## config.mk

```make
export PLATFORM = sky130hd
export DESIGN_NAME = agc_shift_ctrl
export DESIGN_NICKNAME = d
export VERILOG_FILES = /design/src/rtl/agc_pkg.sv /design/src/rtl/agc_shift_recover.sv /design/src/rtl/agc_moving_avg.sv /design/src/rtl/agc_peak_ctrl.sv /design/src/rtl/agc_shift_ctrl.sv
export SDC_FILE = /design/constraint.sdc
export NUM_CORES = 1
export LEC_CHECK = 0
export BUFFER_PORTS_ARGS = -buffer_cell sky130_fd_sc_hd__buf_2
export CAP_MARGIN = 20
export CORE_ASPECT_RATIO = 0.7
export CORE_MARGIN = 8
export CORE_UTILIZATION = 45
export CTS_BUF_LIST = sky130_fd_sc_hd__clkbuf_8 sky130_fd_sc_hd__clkbuf_16
export CTS_CLUSTER_DIAMETER = 100
export CTS_CLUSTER_SIZE = 24
export DETAILED_ROUTE_END_ITERATION = 7
export PLACE_DENSITY = 0.66
export SLEW_MARGIN = 20
export SYNTH_ARGS = -nofsm -noshare
export SYNTH_HDL_FRONTEND = slang
export SYNTH_SLANG_ARGS = --single-unit
export TNS_END_PERCENT = 20
```

## constraint.sdc

```tcl
create_clock -name clk -period 14.9 [get_ports clk]
set_input_delay 2.235 -clock clk [delete_from_list [all_inputs] [get_ports clk]]
set_output_delay 2.235 -clock clk [all_outputs]
set_load 0.005 [all_outputs]
```

## src/rtl/agc_pkg.sv

```systemverilog
// Shared definitions for the autoranging gain controller.
// Assumes: nothing beyond IEEE 1800-2017 types.
package agc_pkg;

    // Decision of the on/off controller at a window boundary
    typedef enum logic [1:0] {
        GC_HOLD  = 2'd0,
        GC_RAISE = 2'd1,
        GC_LOWER = 2'd2
    } gain_cmd_e;

endpackage

```

## src/rtl/agc_shift_recover.sv

```systemverilog
// Removes the half-scale bias from a converter code and undoes the
// power-of-two gain with an arithmetic shift. Also reports |bias-free code|.
// Assumes: gain_exp lies in the legal clamp range and REC_W covers the
// widest left shift (ADC_W + 1 - GAIN_MIN bits).
module agc_shift_recover #(
    parameter int ADC_W = 10,
    parameter int GW    = 4,
    parameter int REC_W = 13
) (
    input  logic [ADC_W-1:0]        sample_code,
    input  logic signed [GW-1:0]    gain_exp,
    output logic [ADC_W-1:0]        amplitude,
    output logic signed [REC_W-1:0] recovered
);

    localparam logic signed [ADC_W:0] MID = (ADC_W+1)'(1 << (ADC_W-1));

    logic signed [ADC_W:0]    centered;
    logic signed [REC_W-1:0]  widened;
    logic signed [GW-1:0]     neg_gain;

    // Bias removal and magnitude of the bias-free value
    always_comb begin
        centered  = $signed({1'b0, sample_code}) - MID;
        amplitude = centered[ADC_W] ? ADC_W'(-centered) : ADC_W'(centered);
    end

    // Shift right for gain above unity, left for attenuation
    always_comb begin
        widened  = {{(REC_W-ADC_W-1){centered[ADC_W]}}, centered};
        neg_gain = -gain_exp;
        if (gain_exp[GW-1] == 1'b0) begin
            recovered = widened >>> $unsigned(gain_exp);
        end else begin
            recovered = widened <<< $unsigned(neg_gain);
        end
    end

endmodule

```

## src/rtl/agc_moving_avg.sv

```systemverilog
// Running mean of the last 2**LEN_LOG2 recovered samples; emits the top
// DAC_W bits of the mean, clamped to an AVG_W-bit signed range.
// Assumes: en is high for exactly one cycle per accepted sample.
module agc_moving_avg #(
    parameter int REC_W    = 13,
    parameter int LEN_LOG2 = 5,
    parameter int AVG_W    = 10,
    parameter int DAC_W    = 5
) (
    input  logic                    clk,
    input  logic                    rst_n,
    input  logic                    en,
    input  logic signed [REC_W-1:0] sample,
    output logic [DAC_W-1:0]        dac_code
);

    localparam int LEN   = 1 << LEN_LOG2;
    localparam int SUM_W = REC_W + LEN_LOG2;
    localparam logic signed [SUM_W-1:0] AVG_HI = SUM_W'((1 <<< (AVG_W-1)) - 1);
    localparam logic signed [SUM_W-1:0] AVG_LO = SUM_W'(-(1 <<< (AVG_W-1)));

    logic signed [REC_W-1:0] hist [LEN];
    logic signed [SUM_W-1:0] sum_q;
    logic signed [SUM_W-1:0] sum_next;
    logic signed [SUM_W-1:0] mean_raw;
    logic signed [AVG_W-1:0] mean_clamped;

    // Next sum: add the newcomer, drop the oldest entry
    always_comb begin
        sum_next = sum_q + SUM_W'(sample) - SUM_W'(hist[LEN-1]);
        mean_raw = sum_next >>> LEN_LOG2;
        if (mean_raw > AVG_HI) begin
            mean_clamped = AVG_HI[AVG_W-1:0];
        end else if (mean_raw < AVG_LO) begin
            mean_clamped = AVG_LO[AVG_W-1:0];
        end else begin
            mean_clamped = mean_raw[AVG_W-1:0];
        end
    end

    // History shift register, running sum and correction code
    always_ff @(posedge clk) begin
        if (!rst_n) begin
            for (int i = 0; i < LEN; i++) begin
                hist[i] <= '0;
            end
            sum_q    <= '0;
            dac_code <= '0;
        end else if (en) begin
            hist[0] <= sample;
            for (int i = 1; i < LEN; i++) begin
                hist[i] <= hist[i-1];
            end
            sum_q    <= sum_next;
            dac_code <= mean_clamped[AVG_W-1 -: DAC_W];
        end
    end

endmodule

```

## src/rtl/agc_peak_ctrl.sv

```systemverilog
// Window peak detector, first-order shift low-pass filter and three-way
// on/off gain controller with a programmable dead zone.
// Assumes: en is high once per accepted sample; gain steps only at a
// window boundary, at most one step each time.
module agc_peak_ctrl
    import agc_pkg::*;
#(
    parameter int ADC_W     = 10,
    parameter int WIN_LOG2  = 4,
    parameter int LPF_SHIFT = 3,
    parameter int GAIN_MIN  = -2,
    parameter int GAIN_MAX  = 5,
    parameter int GW        = 4
) (
    input  logic                 clk,
    input  logic                 rst_n,
    input  logic                 en,
    input  logic [ADC_W-1:0]     amplitude,
    input  logic [ADC_W-1:0]     thr_low,
    input  logic [ADC_W-1:0]     thr_high,
    output logic signed [GW-1:0] gain_exp,
    output logic                 gain_changed
);

    localparam logic [WIN_LOG2-1:0] CNT_LAST = WIN_LOG2'((1 << WIN_LOG2) - 1);
    localparam logic signed [GW-1:0] G_HI = GW'(GAIN_MAX);
    localparam logic signed [GW-1:0] G_LO = GW'(GAIN_MIN);

    logic [WIN_LOG2-1:0]   cnt_q;
    logic [ADC_W-1:0]      win_max_q;
    logic [ADC_W-1:0]      lpf_q;
    logic [ADC_W-1:0]      peak_now;
    logic [ADC_W-1:0]      lpf_next;
    logic signed [ADC_W:0] gap;
    logic signed [ADC_W:0] lpf_sum;
    logic                  win_last;
    gain_cmd_e             cmd;

    // Peak including the current sample, and filter update toward it
    always_comb begin
        peak_now = (amplitude > win_max_q) ? amplitude : win_max_q;
        win_last = (cnt_q == CNT_LAST);
        gap      = $signed({1'b0, peak_now}) - $signed({1'b0, lpf_q});
        lpf_sum  = $signed({1'b0, lpf_q}) + (gap >>> LPF_SHIFT);
        lpf_next = lpf_sum[ADC_W-1:0];
    end

    // On/off decision with dead zone and range clamp; raise has priority
    always_comb begin
        cmd = GC_HOLD;
        if (lpf_next < thr_low) begin
            if (gain_exp < G_HI) begin
                cmd = GC_RAISE;
            end
        end else if (lpf_next > thr_high) begin
            if (gain_exp > G_LO) begin
                cmd = GC_LOWER;
            end
        end
    end

    // Window counter, peak register, filter state and gain register
    always_ff @(posedge clk) begin
        if (!rst_n) begin
            cnt_q        <= '0;
            win_max_q    <= '0;
            lpf_q        <= '0;
            gain_exp     <= '0;
            gain_changed <= 1'b0;
        end else begin
            gain_changed <= 1'b0;
            if (en) begin
                if (win_last) begin
                    cnt_q     <= '0;
                    win_max_q <= '0;
                    lpf_q     <= lpf_next;
                    case (cmd)
                        GC_RAISE: begin
                            gain_exp     <= gain_exp + GW'(1);
                            gain_changed <= 1'b1;
                        end
                        GC_LOWER: begin
                            gain_exp     <= gain_exp - GW'(1);
                            gain_changed <= 1'b1;
                        end
                        default: begin
                            gain_exp <= gain_exp;
                        end
                    endcase
                end else begin
                    cnt_q     <= cnt_q + WIN_LOG2'(1);
                    win_max_q <= peak_now;
                end
            end
        end
    end

endmodule

```

## src/rtl/agc_shift_ctrl.sv

```systemverilog
// Top of the autoranging gain controller: shift recovery, correction
// add-back, running-mean DAC code and peak-driven gain control.
// Assumes: one converter code per asserted sample_valid; the external gain
// stage applies gain_exp before the next code is converted.
module agc_shift_ctrl #(
    parameter int ADC_W     = 10,
    parameter int AVG_LOG2  = 5,
    parameter int AVG_W     = 10,
    parameter int DAC_W     = 5,
    parameter int WIN_LOG2  = 4,
    parameter int LPF_SHIFT = 3,
    parameter int GAIN_MIN  = -2,
    parameter int GAIN_MAX  = 5,
    parameter int GW        = 4
) (
    input  logic                              clk,
    input  logic                              rst_n,
    input  logic                              sample_valid,
    input  logic [ADC_W-1:0]                  sample_code,
    input  logic [ADC_W-1:0]                  thr_low,
    input  logic [ADC_W-1:0]                  thr_high,
    output logic signed [GW-1:0]              gain_exp,
    output logic                              gain_changed,
    output logic [DAC_W-1:0]                  dac_code,
    output logic                              recon_valid,
    output logic signed [ADC_W+1-GAIN_MIN:0]  recon_sample
);

    localparam int REC_W = ADC_W + 1 - GAIN_MIN;
    localparam int OUT_W = REC_W + 1;

    logic signed [REC_W-1:0] recovered;
    logic [ADC_W-1:0]        amplitude;
    logic signed [AVG_W-1:0] correction;

    agc_shift_recover #(
        .ADC_W (ADC_W),
        .GW    (GW),
        .REC_W (REC_W)
    ) u_recover (
        .sample_code (sample_code),
        .gain_exp    (gain_exp),
        .amplitude   (amplitude),
        .recovered   (recovered)
    );

    agc_moving_avg #(
        .REC_W    (REC_W),
        .LEN_LOG2 (AVG_LOG2),
        .AVG_W    (AVG_W),
        .DAC_W    (DAC_W)
    ) u_avg (
        .clk      (clk),
        .rst_n    (rst_n),
        .en       (sample_valid),
        .sample   (recovered),
        .dac_code (dac_code)
    );

    agc_peak_ctrl #(
        .ADC_W     (ADC_W),
        .WIN_LOG2  (WIN_LOG2),
        .LPF_SHIFT (LPF_SHIFT),
        .GAIN_MIN  (GAIN_MIN),
        .GAIN_MAX  (GAIN_MAX),
        .GW        (GW)
    ) u_ctrl (
        .clk          (clk),
        .rst_n        (rst_n),
        .en           (sample_valid),
        .amplitude    (amplitude),
        .thr_low      (thr_low),
        .thr_high     (thr_high),
        .gain_exp     (gain_exp),
        .gain_changed (gain_changed)
    );

    // Held DAC code scaled back to sample units
    always_comb begin
        correction = {dac_code, {(AVG_W-DAC_W){1'b0}}};
    end

    // Rebuilt sample register and its strobe
    always_ff @(posedge clk) begin
        if (!rst_n) begin
            recon_sample <= '0;
            recon_valid  <= 1'b0;
        end else begin
            recon_valid <= sample_valid;
            if (sample_valid) begin
                recon_sample <= OUT_W'(recovered) + OUT_W'(correction);
            end
        end
    end

endmodule

```

# Word-level counts from Yosys, hierarchy flattened
# Memory sizes are Yosys's and may differ from the RTL's.
# Index checks and enable logic that the tools add are counted.
# W data, S select, Z words.
op_classes:
  n_mux: 49
  reduce_logical: 5
  n_eq_ne: 3
  n_lt_le_gt_ge: 7
  bitwise: 32
  shifts: 2
  addsub: 11
op_table:
  columns: ["op", "count"]
  rows:
  - ["$mux W13", 33]
  - ["$mux W10", 5]
  - ["$or A1 B1 Y1", 32]
  - ["$gt A10 B10 Y1", 2]
  - ["$add A18 B13 Y18", 1]
  - ["$sub A18 B13 Y18", 1]
  - ["$add A13 B10 Y14", 1]
  - ["$gt A13 B10 Y1 const B", 1]
  - ["$lt A13 B10 Y1 const B", 1]
  - ["$sshl A11 B4 Y13", 1]
  - ["$sshr A11 B4 Y13", 1]
  - ["$sub A10 B10 Y11", 1]
  - ["$sub A10 B10 Y11 const B", 1]
  - ["$add A10 B8 Y10", 1]
  - ["$lt A10 B10 Y1", 1]
  - ["$neg A10 Y10", 1]
  - ["$pmux W4 S2", 1]
  - ["$mux W1", 6]
  - ["$mux W2", 3]
  - ["$reduce_and A3 Y1", 2]
  - ["$add A4 B1 Y4 const B", 1]
  - ["$add A4 B2 Y4 const B", 1]
  - ["$eq A4 B4 Y1 const B", 1]
  - ["$gt A4 B2 Y1 const B", 1]
  - ["9 further kinds", 9]
totals:
  wordCells: 119
  out_inout_bits: 25
  ff_bits: 67
  n_memories: 1
  ramBits: 416
  input_bits: 33
memory_table:
  columns: ["memory", "depth", "word_bits", "read_ports", "rd_ports_with_merged_regs", "write_ports", "line", "source"]
  rows:
  - ["u_avg.hist", 32, 13, 32, 0, 32, "agc_moving_avg.sv:22", "logic signed [REC_W-1:0] hist [LEN];"]

# Longest topological paths before layout
# Gate-level depths: netlist of run 1.
logic_depth:
  word_depth: 13
  mapped_depth: 41
  depth_no_buf: 39

# Hierarchy
# From an unflattened synthesis of run 1, not the netlist that was laid out.
hier_totals:
  cells_unflattened: 1782
  area_unflattened_um2: 22392.7
by_module_without_submodules:
  columns: ["module", "cells_each", "area_per_inst_um2", "n_inst", "seq_area_each_um2"]
  rows:
  - ["agc_moving_avg", 1180, 17625.7, 1, 12952.4]
  - ["agc_peak_ctrl", 356, 2772.7, 1, 580.6]
  - ["agc_shift_recover", 159, 1129.8, 1, 0.0]
  - ["agc_shift_ctrl", 87, 864.6, 1, 300.3]

# Least setup slack after synthesis of run 1
# No wires, ideal clock.
synth_timing:
  path_kind: "input-to-reg"
  from: "input rst_n"
  to: "register u_ctrl.win_max_q[0]"
  setup_ns: 0.123
  required_ns: 14.777
  setup_slack_ns: 2.876
  n_path_buf: 1
  arrival_time_ns: 11.901
  cell_stages: 5
  path_cell_list: "clkbuf_1 -> nor2b_1 -> inv_1 -> o21ai_0 -> a22o_1"
synth_rtl:
  columns: ["item", "line", "source"]
  rows:
  - ["start: declaration", "agc_shift_ctrl.sv:17", "input logic rst_n,"]
  - ["end signal: assignment", "agc_peak_ctrl.sv:92", "win_max_q <= peak_now;"]
  - ["end: declaration", "agc_peak_ctrl.sv:30", "logic [ADC_W-1:0] win_max_q;"]

# Final worst setup path of run 1
layout_timing:
  from: "input sample_code[4]"
  to: "register u_ctrl.gain_exp[3]"
layout_via:
  elab_chain_cells: 13
  elab_cells_between_ends: 16
  cone_classes: "add/sub: 4; order compare: 3; eq/ne: 2; mux: 5; reduce/logical: 2"
layout_lines:
  columns: ["item", "line", "source"]
  rows:
  - ["start: declaration", "agc_shift_ctrl.sv:19", "input logic [ADC_W-1:0] sample_code,"]
  - ["$sub A10 B10 Y11 *", "agc_shift_recover.sv:24", "centered = $signed({1'b0, sample_code}) - MID;"]
  - ["$neg A10 Y10", "agc_shift_recover.sv:25", "amplitude = centered[ADC_W] ? ADC_W'(-centered) : ADC_W'(centered);"]
  - ["$mux W10 *", "agc_shift_recover.sv:25", null]
  - ["$gt A10 B10 Y1", "agc_peak_ctrl.sv:41", "peak_now = (amplitude > win_max_q) ? amplitude : win_max_q;"]
  - ["$mux W10 *", "agc_peak_ctrl.sv:41", null]
  - ["$sub A10 B10 Y11 *", "agc_peak_ctrl.sv:43", "gap = $signed({1'b0, peak_now}) - $signed({1'b0, lpf_q});"]
  - ["$add A10 B8 Y10 *", "agc_peak_ctrl.sv:44", "lpf_sum = $signed({1'b0, lpf_q}) + (gap >>> LPF_SHIFT);"]
  - ["net u_ctrl.lpf_sum[9]", "agc_peak_ctrl.sv:35", "logic signed [ADC_W:0] lpf_sum;"]
  - ["$gt A10 B10 Y1", "agc_peak_ctrl.sv:55", "end else if (lpf_next > thr_high) begin"]
  - ["$mux W2", "agc_peak_ctrl.sv:55", null]
  - ["$mux W2 *", "agc_peak_ctrl.sv:51", "if (lpf_next < thr_low) begin"]
  - ["$eq A2 B1 Y1 / $eq A2 B2 Y1 (equally long branches)", "agc_peak_ctrl.sv:77", "case (cmd)"]
  - ["$reduce_bool A2 Y1 (no source line)", null, null]
  - ["$reduce_and A3 Y1 (no source line)", null, null]
  - ["end signal: assignment", "agc_peak_ctrl.sv:79", "gain_exp <= gain_exp + GW'(1);"]
  - ["end signal: assignment", "agc_peak_ctrl.sv:83", "gain_exp <= gain_exp - GW'(1);"]
  - ["end signal: assignment", "agc_peak_ctrl.sv:87", "gain_exp <= gain_exp;"]
  - ["end: declaration", "agc_peak_ctrl.sv:21", "output logic signed [GW-1:0] gain_exp,"]
# Mark *: on every way through the listed nets, which the timed path passes. The rest lies on a longest branch.
# A chain may end at the register's enable or synchronous reset.

==> results of run 1 <==
synthesized netlist by cell type, types with 4 or more instances:
cell	number	area [um^2]
edfxtp_1	416	12490
and3_1	223	1395
and2_1	198	1239
clkbuf_1	100	375.4
inv_1	83	311.6
ha_1	80	1001
dfxtp_1	67	1341
nand2_1	63	236.5
nor2_1	59	221.5
a21oi_1	49	245.2
o21ai_0	36	180.2
mux2i_1	31	310.3
xnor2_1	30	262.8
a21o_1	28	210.2
nor2b_1	21	131.4
fa_1	20	400.4
nor3_1	15	75.07
xor2_1	15	131.4
a22o_1	14	122.6
nand2b_1	12	75.07
a32o_1	10	100.1
a31oi_1	9	56.30
nand4_1	9	56.30
o21a_1	8	60.06
o21bai_1	7	52.55
a211oi_1	6	45.04
o211ai_1	6	45.04
o22ai_1	6	37.54
mux2_2	5	56.30
nand3_1	5	25.02
buf_1	4	15.01
o211a_1	4	40.04
or2_2	4	25.02
final timing paths:
path | from | end | slack [ns]
worst max-delay path | sample_code[4] | u_ctrl.gain_exp[3] | 4.16
worst max register to register | u_ctrl.win_max_q[8] | u_ctrl.gain_exp[3] | 6.46
worst min-delay path | recon_sample[3] | recon_sample[3] | 0.46
worst min register to register | recon_sample[3] | recon_sample[3] | 0.46
layout make-up:
type                    count  area, um^2
repair buffers             69       407.9
fillers                  4315       24520
clock buffers              24       600.6
multi-input cells        1024        7338
flip-flops and latches    483       13830
inverters                  84       322.8
clock inverters            20       105.1
well taps                 655       819.5
layer usage:
metal / share of wire / vias up
li1: - / 6096
met1: 0.54 / 6191
met2: 0.41 / 145
met3: 0.035 / 38
met4: 0.014 / 0
met5: 0 / -
cell families after synthesis:
logic type	after synthesis	synth area share
compound gates	217	0.06915
xor+xnor	45	0.01802
fa+ha+maj	100	0.06406
buf+inv	189	0.03249
flops	483	0.6323
mux	39	0.01985
simple gates	623	0.1641
per-stage QoR:
step	util	setup slack, ns	hold WS [ns]
final	0.4886	4.156	0.4570
after global routing	0.4886	3.295	0.4917
after CTS	0.4884	3.919	0.4612
after detailed placement	0.4737	3.321	0.4378
after global placement	0.4737	3.779	0.4304
after floorplan	-	2.876	0.4349
sequential cells by signal (all words and copies together) (netlist names):
register / cells
recon_sample: 14
u_avg.dac_code: 5
u_ctrl.gain_changed: 1
recon_valid: 1
u_avg.hist: 416
u_ctrl.win_max_q: 10
u_ctrl.lpf_q: 10
u_ctrl.cnt_q: 4
u_ctrl.gain_exp: 4
u_avg.sum_q: 18
power groups by stage:
stage	registers [W]	logic [W]	clock network, W
final	0.00163	0.000728	0.000713
after global placement	0.00166	0.000704	0
after floorplan	0.00167	0.000554	0
after CTS	0.00163	0.000727	0.000741
after detailed placement	0.00166	0.000722	0
after global routing	0.00165	0.000817	0.000780
==> out/metrics.yaml, run 1 <==
outcome: "finished, final reports clean"
cts_sinks: 483
grt.overflow.total: 0
use_met1: 0.2263
die_h_um: 200.5
clock_skew_ns: 0.01625
vias_per_cell: 5.286
grt.busiest_layer: "met1"
ys_ff_latch: 483
grt_pass1_wl_mm: 65.21
combPwrFrac: 0.237
ys_async_sr_fraction: 0
final_common_cell: "edfxtp_1"
path_depth: 39
grt_usage: 0.1387
cts_hold_repair.buffers: 0
totalWireLength_mm: 39.88
p_sw_frac: 0.2878
postRouteAntennaNets: 0
core_um2: 47950
reg2regPathDepth: 34
fmax_ghz: 0.09308
synth_nets: 1829
met2_usage: 0.1919
crit_family: "compound AO/OA/AOI/OAI gates"
hpwl_mm: 24.24
critPathCaptureType: "register"
drive_gt1_frac: 0.06925
drc: 0
pin_count: 58
ir_worst_vdd_uv: 75.84
syn_area_per_cell_um2: 12.90
chipWidth_um: 279.5
synth_warnings: 0
pwr-share-seq: 0.531
slowest_delay_ns: 0.60
cap_violations: 0
grt_max_degree: 180
p_switching_w: 0.0008844
cts.htree.levels: 1
yosysSeqAreaShare: 0.6323
final_cell_mix: "edfxtp_1, and3_1, and2_1"
clockBufferDepth: 3
postPlaceCellArea_um2: 22710
final_max_slew_viol_count: 0
finalPower_w: 0.003073
start_util: 0.4562
synth_cell_type_count: 65
clk_latency_ns: 0.57
place_congestion: 0.8254
drtIter0Drc: 1183
diodes: 0
post_cts_buffers: 0
hold_viol_final: 0
rsz0062_at_grt: "false"
crit_fanout: 20
area_growth_pct: 7.092
p_leak_nw: 10.09
io_buffers: 57
syn_inst: 1696
grt_use_met3: 0.02369
path_buf_inv: 2
clock_power_share: 0.232
synth_edf_count: 416
netlist_area_um2: 21880
maxSlewHeadroom: 0.2752
vias: 12470
cp_slowest_cell: "nor4_1"
p_per_area_nw_per_um2: 131.2
final_cell_area_um2: 23430
cts_tree: "built"
grt_pass1_vias: 11820
dp_cells: 2315
cp.arrival_ns: 11.19
cts_resized: 0
min_period_ns: 10.74
rows: 67
die_area_um2: 56040
numCtsBuffers: 24
antenna_found_initial: 0
setup_viol: 0
start_kind: "input pin"
critPathKind: "input pin to register"
layout.cells.non_filler: 2359
crit_required_ns: 15.35
hold_path_depth: 1
fin_crit_sh: 0.7211
min_path_type: "register to register"
clk_pin_slew_ns: 0.09
nets: 1819
setup_tns_ns: 0
synth_ff_type: "edfxtp_1"
wl_per_cell_um: 16.90
dr.pass1.iters: 5
intPower_w: 0.002189
tightest_slew_ns: 1.087
clock_tree.root_cell: "clkbuf_16"
Power figures use the tool's default switching activity.
==> inputs of run 2 (changes only) <==
--- a/config.mk
+++ b/config.mk
@@ -5,6 +5,7 @@
 export SDC_FILE = /design/constraint.sdc
 export NUM_CORES = 1
 export LEC_CHECK = 0
+export ABC_AREA = 1
 export BUFFER_PORTS_ARGS = -buffer_cell sky130_fd_sc_hd__buf_2
 export CAP_MARGIN = 20
 export CORE_ASPECT_RATIO = 0.7
==> constraint.sdc (replaced) <==
create_clock -name clk -period 10.6 [get_ports clk]
set_input_delay 1.59 -clock clk [delete_from_list [all_inputs] [get_ports clk]]
set_output_delay 1.59 -clock clk [all_outputs]
set_load 0.005 [all_outputs]
==> run 2 against run 1 <==
  * Critical path depth rose by 9
  * Global-route usage grew 0.50 points
  * Power up 44%
  * Routed wire length up 3.4%
  * Sequential cell count unchanged
  * Synthesized cell count up 35%
  * Register-to-register slack worse by 2.5 ns
  * Non-clock buffer count shrank 5
  * Hold slack improved by 0.0025 ns
  * Critical endpoint unchanged
==> out/metrics.yaml, run 2 <==
outcome: "finished, final reports clean"  # unchanged
cts.htree.levels: 1  # unchanged
ys_async_sr_fraction: 0  # unchanged
combPwrFrac: 0.253  # was 0.237
rows: 68  # was 67
maxSlewHeadroom: 0.2833  # was 0.2752
io_buffers: 57  # unchanged
clk_latency_ns: 0.56  # was 0.57 ns
critPathMostFrequentCell: "nand2_1"
yosysMostFrequentCell: "inv_1"  # was edfxtp_1
dr.pass1.iters: 7  # was 5
setup_viol: 0  # unchanged
final_max_slew_viol_count: 0  # unchanged
synth_cell_type_count: 56  # was 65
timing.rr.start: "u_ctrl.win_max_q[5]"  # was u_ctrl.win_max_q[8]
clock_tree.root_cell: "clkbuf_16"  # unchanged
intPower_w: 0.003054  # was 0.002189 W
critPathKind: "input pin to register"  # unchanged
postRouteAntennaNets: 0  # unchanged
final_common_cell: "inv_1"  # was edfxtp_1
drc: 0  # unchanged
ir_worst_vdd_uv: 135.2  # was 75.84 uV
tightest_slew_ns: 1.075  # was 1.087 ns
die_area_um2: 57350  # was 56,040 um^2
r2r_setup_slack_ns: 3.96  # was 6.46 ns
vias_per_cell: 4.712  # was 5.286
p_sw_frac: 0.3118  # was 0.2878
final_cell_area_um2: 24090  # was 23,430 um^2
p_switching_w: 0.001384  # was 0.0008844 W
hpwl_mm: 27.29  # was 24.24 mm
synth_nets: 2418  # was 1,829
grt_pass1_vias: 13590  # was 11,820
diodes: 0  # unchanged
numCtsBuffers: 24  # unchanged
netlist_area_um2: 22430  # was 21,880 um^2
clock_skew_ns: 0.01447  # was 0.01625 ns
synth_warnings: 0  # unchanged
grt_pass1_wl_mm: 68.79  # was 65.21 mm
slowest_delay_ns: 0.33  # was 0.60 ns
syn_area_per_cell_um2: 9.815  # was 12.90 um^2
drive_gt1_frac: 0.05369  # was 0.06925
yosys-top-cells-count: "inv_1, nand2_1, edfxtp_1"  # was edfxtp_1, and3_1, and2_1
cts_sinks: 483  # unchanged
fmax_ghz: 0.1198
totalWireLength_mm: 41.23  # was 39.88 mm
clockBufferDepth: 3  # unchanged
cp.arrival_ns: 8.80  # was 11.19 ns
post_cts_buffers: 0  # unchanged
top_register: "u_avg.hist"  # unchanged
die_h_um: 202.8  # was 200.5 um
hold_viol_final: 0  # unchanged
clk_pin_slew_ns: 0.10  # was 0.09 ns
crit_fanout: 18  # was 20
p_leak_nw: 11.57  # was 10.09 nW
pin_count: 58  # unchanged
grt_usage: 0.1437  # was 0.1387
cp_slowest_cell: "ha_1"  # was nor4_1
nets: 2444  # was 1,819
yosysSeqAreaShare: 0.6168  # was 0.6323
final_util: 0.4890  # was 0.4886
chipWidth_um: 282.8  # was 279.5 um
min_to: "u_ctrl.lpf_q[9]"  # was recon_sample[3]
start_kind: "input pin"  # unchanged
p_per_area_nw_per_um2: 184.2  # was 131.2 nW/um^2
synth_ff_type: "edfxtp_1"  # unchanged
rsz0062_at_grt: "false"  # unchanged
crit_required_ns: 11.05  # was 15.35 ns
setup_tns_ns: 0  # unchanged
pwr-share-seq: 0.518  # was 0.531
worstHoldStart: "u_ctrl.lpf_q[9]"  # was recon_sample[3]
synth_edf_count: 416  # unchanged
place_congestion: 0.8873  # was 0.8254
clock_power_share: 0.229  # was 0.232
area_growth_pct: 7.415  # was 7.092%
antenna_found_initial: 0  # unchanged
grt_max_degree: 189  # was 180
reg.largest.list: "u_avg.hist (416), u_avg.sum_q (18), recon_sample (14)"  # unchanged
vias: 14100  # was 12,470
finalPower_w: 0.004437  # was 0.003073 W
final_cell_mix: "inv_1, nand2_1, edfxtp_1"  # was edfxtp_1, and3_1, and2_1
yosysTopAreaCell: "edfxtp_1"  # unchanged
cts_tree: "built"  # unchanged
min_period_ns: 8.348
core_um2: 49260  # was 47,950 um^2
grt.overflow.total: 0  # unchanged
synth_top_area_share: 0.5570  # was 0.5710
cts_resized: 0  # unchanged
syn_inst: 2285  # was 1,696
postPlaceCellArea_um2: 23370  # was 22,710 um^2
hold_path_depth: 2  # was 1
r2r-end: "u_ctrl.gain_exp[3]"  # unchanged
drtIter0Drc: 1053  # was 1,183
cap_violations: 0  # unchanged
start_util: 0.4552  # was 0.4562
largest_reg_flops: 416  # unchanged
critPathCaptureType: "register"  # unchanged
wl_per_cell_um: 13.78  # was 16.90 um
fin_crit_sh: 0.7876
synthTopCellsByArea: "edfxtp_1, inv_1, nand2_1, dfxtp_1, nor2_1"  # was edfxtp_1, and3_1, dfxtp_1, and2_1, ha_1
ys_ff_latch: 483  # unchanged
min_path_type: "register to register"  # unchanged
reg2regPathDepth: 42  # was 34
cts_hold_repair.buffers: 0  # unchanged
run 2: logic make-up (layout without fill, tap and decap cells):
group           Yosys count  in the layout  share of synthesized area
simple gates            825            825                     0.1462
buf+inv                 638            681                     0.1079
flops                   483            483                     0.6168
compound gates          207            207                    0.05356
fa+ha+maj               100            100                    0.06249
xor+xnor                 28             28                    0.01127
mux                       4              4                   0.001785
run 2: final cells by class:
class                           instances  area [um^2]
Clock buffer                           25        625.6
Clock inverter                         18        87.58
Fill cell                            4448        25170
Inverter                              574         2162
Multi-Input combinational cell       1164         6188
Sequential cell                       483        13830
Tap cell                              665        832.0
Timing Repair Buffer                   64        360.3
run 2: layer usage:
| metal | global-route usage | routed length (um) |
|---|---|---|
| met1 | 0.2240 | 21720 |
| met2 | 0.2095 | 16930 |
| met4 | 0.02805 | 737 |
| met5 | 0 | 0 |
| met3 | 0.02386 | 1838 |
run 2: power groups by stage:
| stage | sequential [W] | combinational [W] | clock, W |
|---|---|---|---|
| 2_1_floorplan | 0.00234 | 0.000833 | 0 |
| 3_3_place_gp | 0.00234 | 0.00109 | 0 |
| 3_5_place_dp | 0.00234 | 0.00111 | 0 |
| 4_1_cts | 0.00230 | 0.00111 | 0.00105 |
| 5_1_grt | 0.00232 | 0.00129 | 0.00112 |
| 6_report | 0.00230 | 0.00112 | 0.00102 |
run 2: metrics by stage:
step,hold WS [ns],std cells,setup slack [ns]
2_1_floorplan,0.4261,2285,2.786
3_3_place_gp,0.4365,2950,2.107
3_5_place_dp,0.4432,2950,1.818
4_1_cts,0.4606,2993,2.377
5_1_grt,0.4880,2993,1.428
6_report,0.4596,2993,2.252
run 2: worst max-delay path, delay by kind of cell:
family	cells	cell delay (ns)
and+or+nand+nor	22	2.68
adders and majority gates	6	1.58
xor gates and xnor gates	2	0.29
buffers and inverters	8	0.93
AOI/OAI and AO/OA	10	1.77
run 2: worst max-delay path by stage:
stage,startpoint,to
floorplan,rst_n,u_avg.hist[0][0]
global placement,sample_code[0],u_ctrl.gain_exp[3]
detailed placement,sample_code[0],u_ctrl.gain_exp[3]
CTS,sample_code[0],u_ctrl.gain_exp[3]
global route,sample_code[0],u_ctrl.gain_exp[3]
finish,sample_code[0],u_ctrl.gain_exp[3]
==> inputs of run 3 (changes only) <==
==> constraint.sdc (replaced) <==
create_clock -name clk -period 8.2 [get_ports clk]
set_input_delay 1.23 -clock clk [delete_from_list [all_inputs] [get_ports clk]]
set_output_delay 1.23 -clock clk [all_outputs]
set_load 0.005 [all_outputs]
==> run 3 against run 2 <==
  * Routed wire length rose by 0.10%
  * Largest power group unchanged
  * Sequential power rose by 29%
  * Critical endpoint unchanged
  * Non-clock buffer count rose by 4
  * Highest routed layer unchanged
==> out/metrics.yaml, run 3 (synthesized netlist as in run 2, its figures left out) <==
dp_slack_ns: -0.07917  # was 1.818 ns
io_buffers: 57  # unchanged
reg2regPathDepth: 41  # was 42
grt.overflow.total: 0  # unchanged
worstHoldStart: "recon_sample[2]"  # was u_ctrl.lpf_q[9]
start_util: 0.4552  # unchanged
grt_pass1_vias: 13460  # was 13,590
fmax_ghz: 0.1335
totalWireLength_mm: 41.27  # was 41.23 mm
clock_skew_ns: 0.01942  # was 0.01447 ns
cts.htree.levels: 1  # unchanged
critPathCaptureType: "register"  # unchanged
grt_usage: 0.1438  # was 0.1437
critPathKind: "input pin to register"  # unchanged
min_path_type: "register to register"  # unchanged
nFillCells: 4551  # was 4,448
top_register: "u_avg.hist"  # unchanged
clockBufferDepth: 3  # unchanged
vias_per_cell: 4.689  # was 4.712
pin_count: 58  # unchanged
slowest_delay_ns: 0.35  # was 0.33 ns
grt_pass1_wl_mm: 68.66  # was 68.79 mm
critPathMostFrequentCell: "nand2_1"  # unchanged
setup_tns_ns: 0  # unchanged
wl_per_cell_um: 13.77  # was 13.78 um
rsz0062_at_grt: "false"  # unchanged
drive_gt1_frac: 0.05872  # was 0.05369
drc: 0  # unchanged
dr.pass1.iters: 5  # was 7
outcome: "finished, final reports clean"  # unchanged
tightest_slew_ns: 1.076  # was 1.075 ns
fin_crit_sh: 0.9134
cp_slowest_cell: "ha_1"  # unchanged
p_leak_nw: 11.62  # was 11.57 nW
numCtsBuffers: 24  # unchanged
min_period_ns: 7.490
cap_violations: 0  # unchanged
die_h_um: 202.8  # unchanged
hpwl_mm: 27.32  # was 27.29 mm
vias: 14060  # was 14,100
antenna_found_initial: 0  # unchanged
reg.largest.list: "u_avg.hist (416), u_avg.sum_q (18), recon_sample (14)"  # unchanged
hold_viol_final: 0  # unchanged
cp.arrival_ns: 7.96  # was 8.80 ns
rows: 68  # unchanged
ir_worst_vdd_uv: 137.9  # was 135.2 uV
cts_tree: "built"  # unchanged
cts_sinks: 483  # unchanged
whs_ns: 0.4557  # was 0.4596 ns
maxSlewHeadroom: 0.2825  # was 0.2833
crit_fanout: 18  # unchanged
p_per_area_nw_per_um2: 237.8  # was 184.2 nW/um^2
clock_tree.root_cell: "clkbuf_16"  # unchanged
core_um2: 49260  # unchanged
die_area_um2: 57350  # unchanged
timing.rr.start: "u_ctrl.win_max_q[9]"  # was u_ctrl.win_max_q[5]
postPlaceCellArea_um2: 23390  # was 23,370 um^2
place_congestion: 0.8812  # was 0.8873
diodes: 0  # unchanged
setup_viol: 0  # unchanged
min_to: "recon_sample[2]"  # was u_ctrl.lpf_q[9]
r2r_setup_slack_ns: 1.98  # was 3.96 ns
nets: 2448  # was 2,444
r2r-end: "u_ctrl.gain_exp[3]"  # unchanged
drtIter0Drc: 1045  # was 1,053
clk_latency_ns: 0.56  # about the same
area_growth_pct: 7.878  # was 7.415%
postRouteAntennaNets: 0  # unchanged
final_common_cell: "inv_1"  # unchanged
chipWidth_um: 282.8  # unchanged
final_cell_mix: "inv_1, nand2_1, edfxtp_1"  # unchanged
final_cell_area_um2: 24190  # was 24,090 um^2
start_kind: "input pin"  # unchanged
largest_reg_flops: 416  # unchanged
final_max_slew_viol_count: 0  # unchanged
finalPower_w: 0.005752  # was 0.004437 W
clk_pin_slew_ns: 0.11  # was 0.10 ns
hold_path_depth: 2  # unchanged
grt_max_degree: 185  # was 189
crit_required_ns: 8.67  # was 11.05 ns
setup_slack_ns: 0.7098  # was 2.252 ns
==> run 3: cell count changes in the layout (fill, tap and decap cells not counted), moves of 2 or more <==
cell     before  now
o21ai_1       4    9
nor3_1       13   11
nor3_2        2    4
buf_4         5    7
o21ai_0      77   72
==> run 3: metal layers <==
metal,vias up,GRT usage,wire length [um]
met4,0,0.02932,690
met2,205,0.2077,17070
met5,-,0,0
met1,6642,0.2256,21610
met3,43,0.02317,1905
li1,7169,-,-
==> run 3: through the flow <==
step | utilization | std cells
detailed placement | 0.4749 | 2951
global placement | 0.4749 | 2951
floorplan | - | 2285
CTS | 0.4894 | 2995
finish | 0.4911 | 2998
global route | 0.4911 | 2998
==> run 3: how the worst max path moves through the flow <==
stage | slack, ns | endpoint | from | cells after the start
finish | 0.71 | u_ctrl.gain_exp[3] | sample_code[0] | 47
global route | 0.02 | u_ctrl.gain_exp[3] | sample_code[0] | 51
CTS | 0.53 | u_ctrl.gain_exp[3] | sample_code[0] | 48
detailed placement | -0.08 | u_ctrl.gain_exp[3] | sample_code[0] | 48
global placement | 0.17 | u_ctrl.gain_exp[3] | sample_code[0] | 51
floorplan | 0.75 | u_avg.hist[0][0] | rst_n | 5
==> run 3: layout make-up <==
type                            count  area (um^2)  area share
Sequential cell                   483        13830      0.5718
Multi-Input combinational cell   1164         6223      0.2572
Inverter                          574         2167     0.08957
Tap cell                          665        832.0     0.03439
Clock buffer                       25        625.6     0.02586
Timing Repair Buffer               68        422.9     0.01748
Clock inverter                     19        88.84    0.003672
==> run 3: worst max-delay path: cells and delay by family <==
kind / cells / cell delay (ns)
AO/OA/AOI/OAI: 11 / 1.85
AND/OR/NAND/NOR: 19 / 2.09
buffers and inverters: 9 / 0.75
XOR/XNOR: 2 / 0.40
adder cells (fa/ha/maj): 6 / 1.63
==> run 3: timing repair <==
| item | 4_1_cts | 5_1_grt |
|---|---|---|
| setup endpoints to repair | 0 | 2 |
| buffers inserted | 0 | 2 |
| hold buffers | 0 | 0 |
| resized for setup | 0 | 16 |
==> run 3: power breakdown <==
| part | total, W | leakage [nW] | internal [W] | switching, W |
|---|---|---|---|---|
| logic | 0.00147 | 6.06 | 0.000516 | 0.000957 |
| clock network | 0.00131 | 0.412 | 0.000563 | 0.000747 |
| registers | 0.00297 | 5.15 | 0.00288 | 0.0000861 |
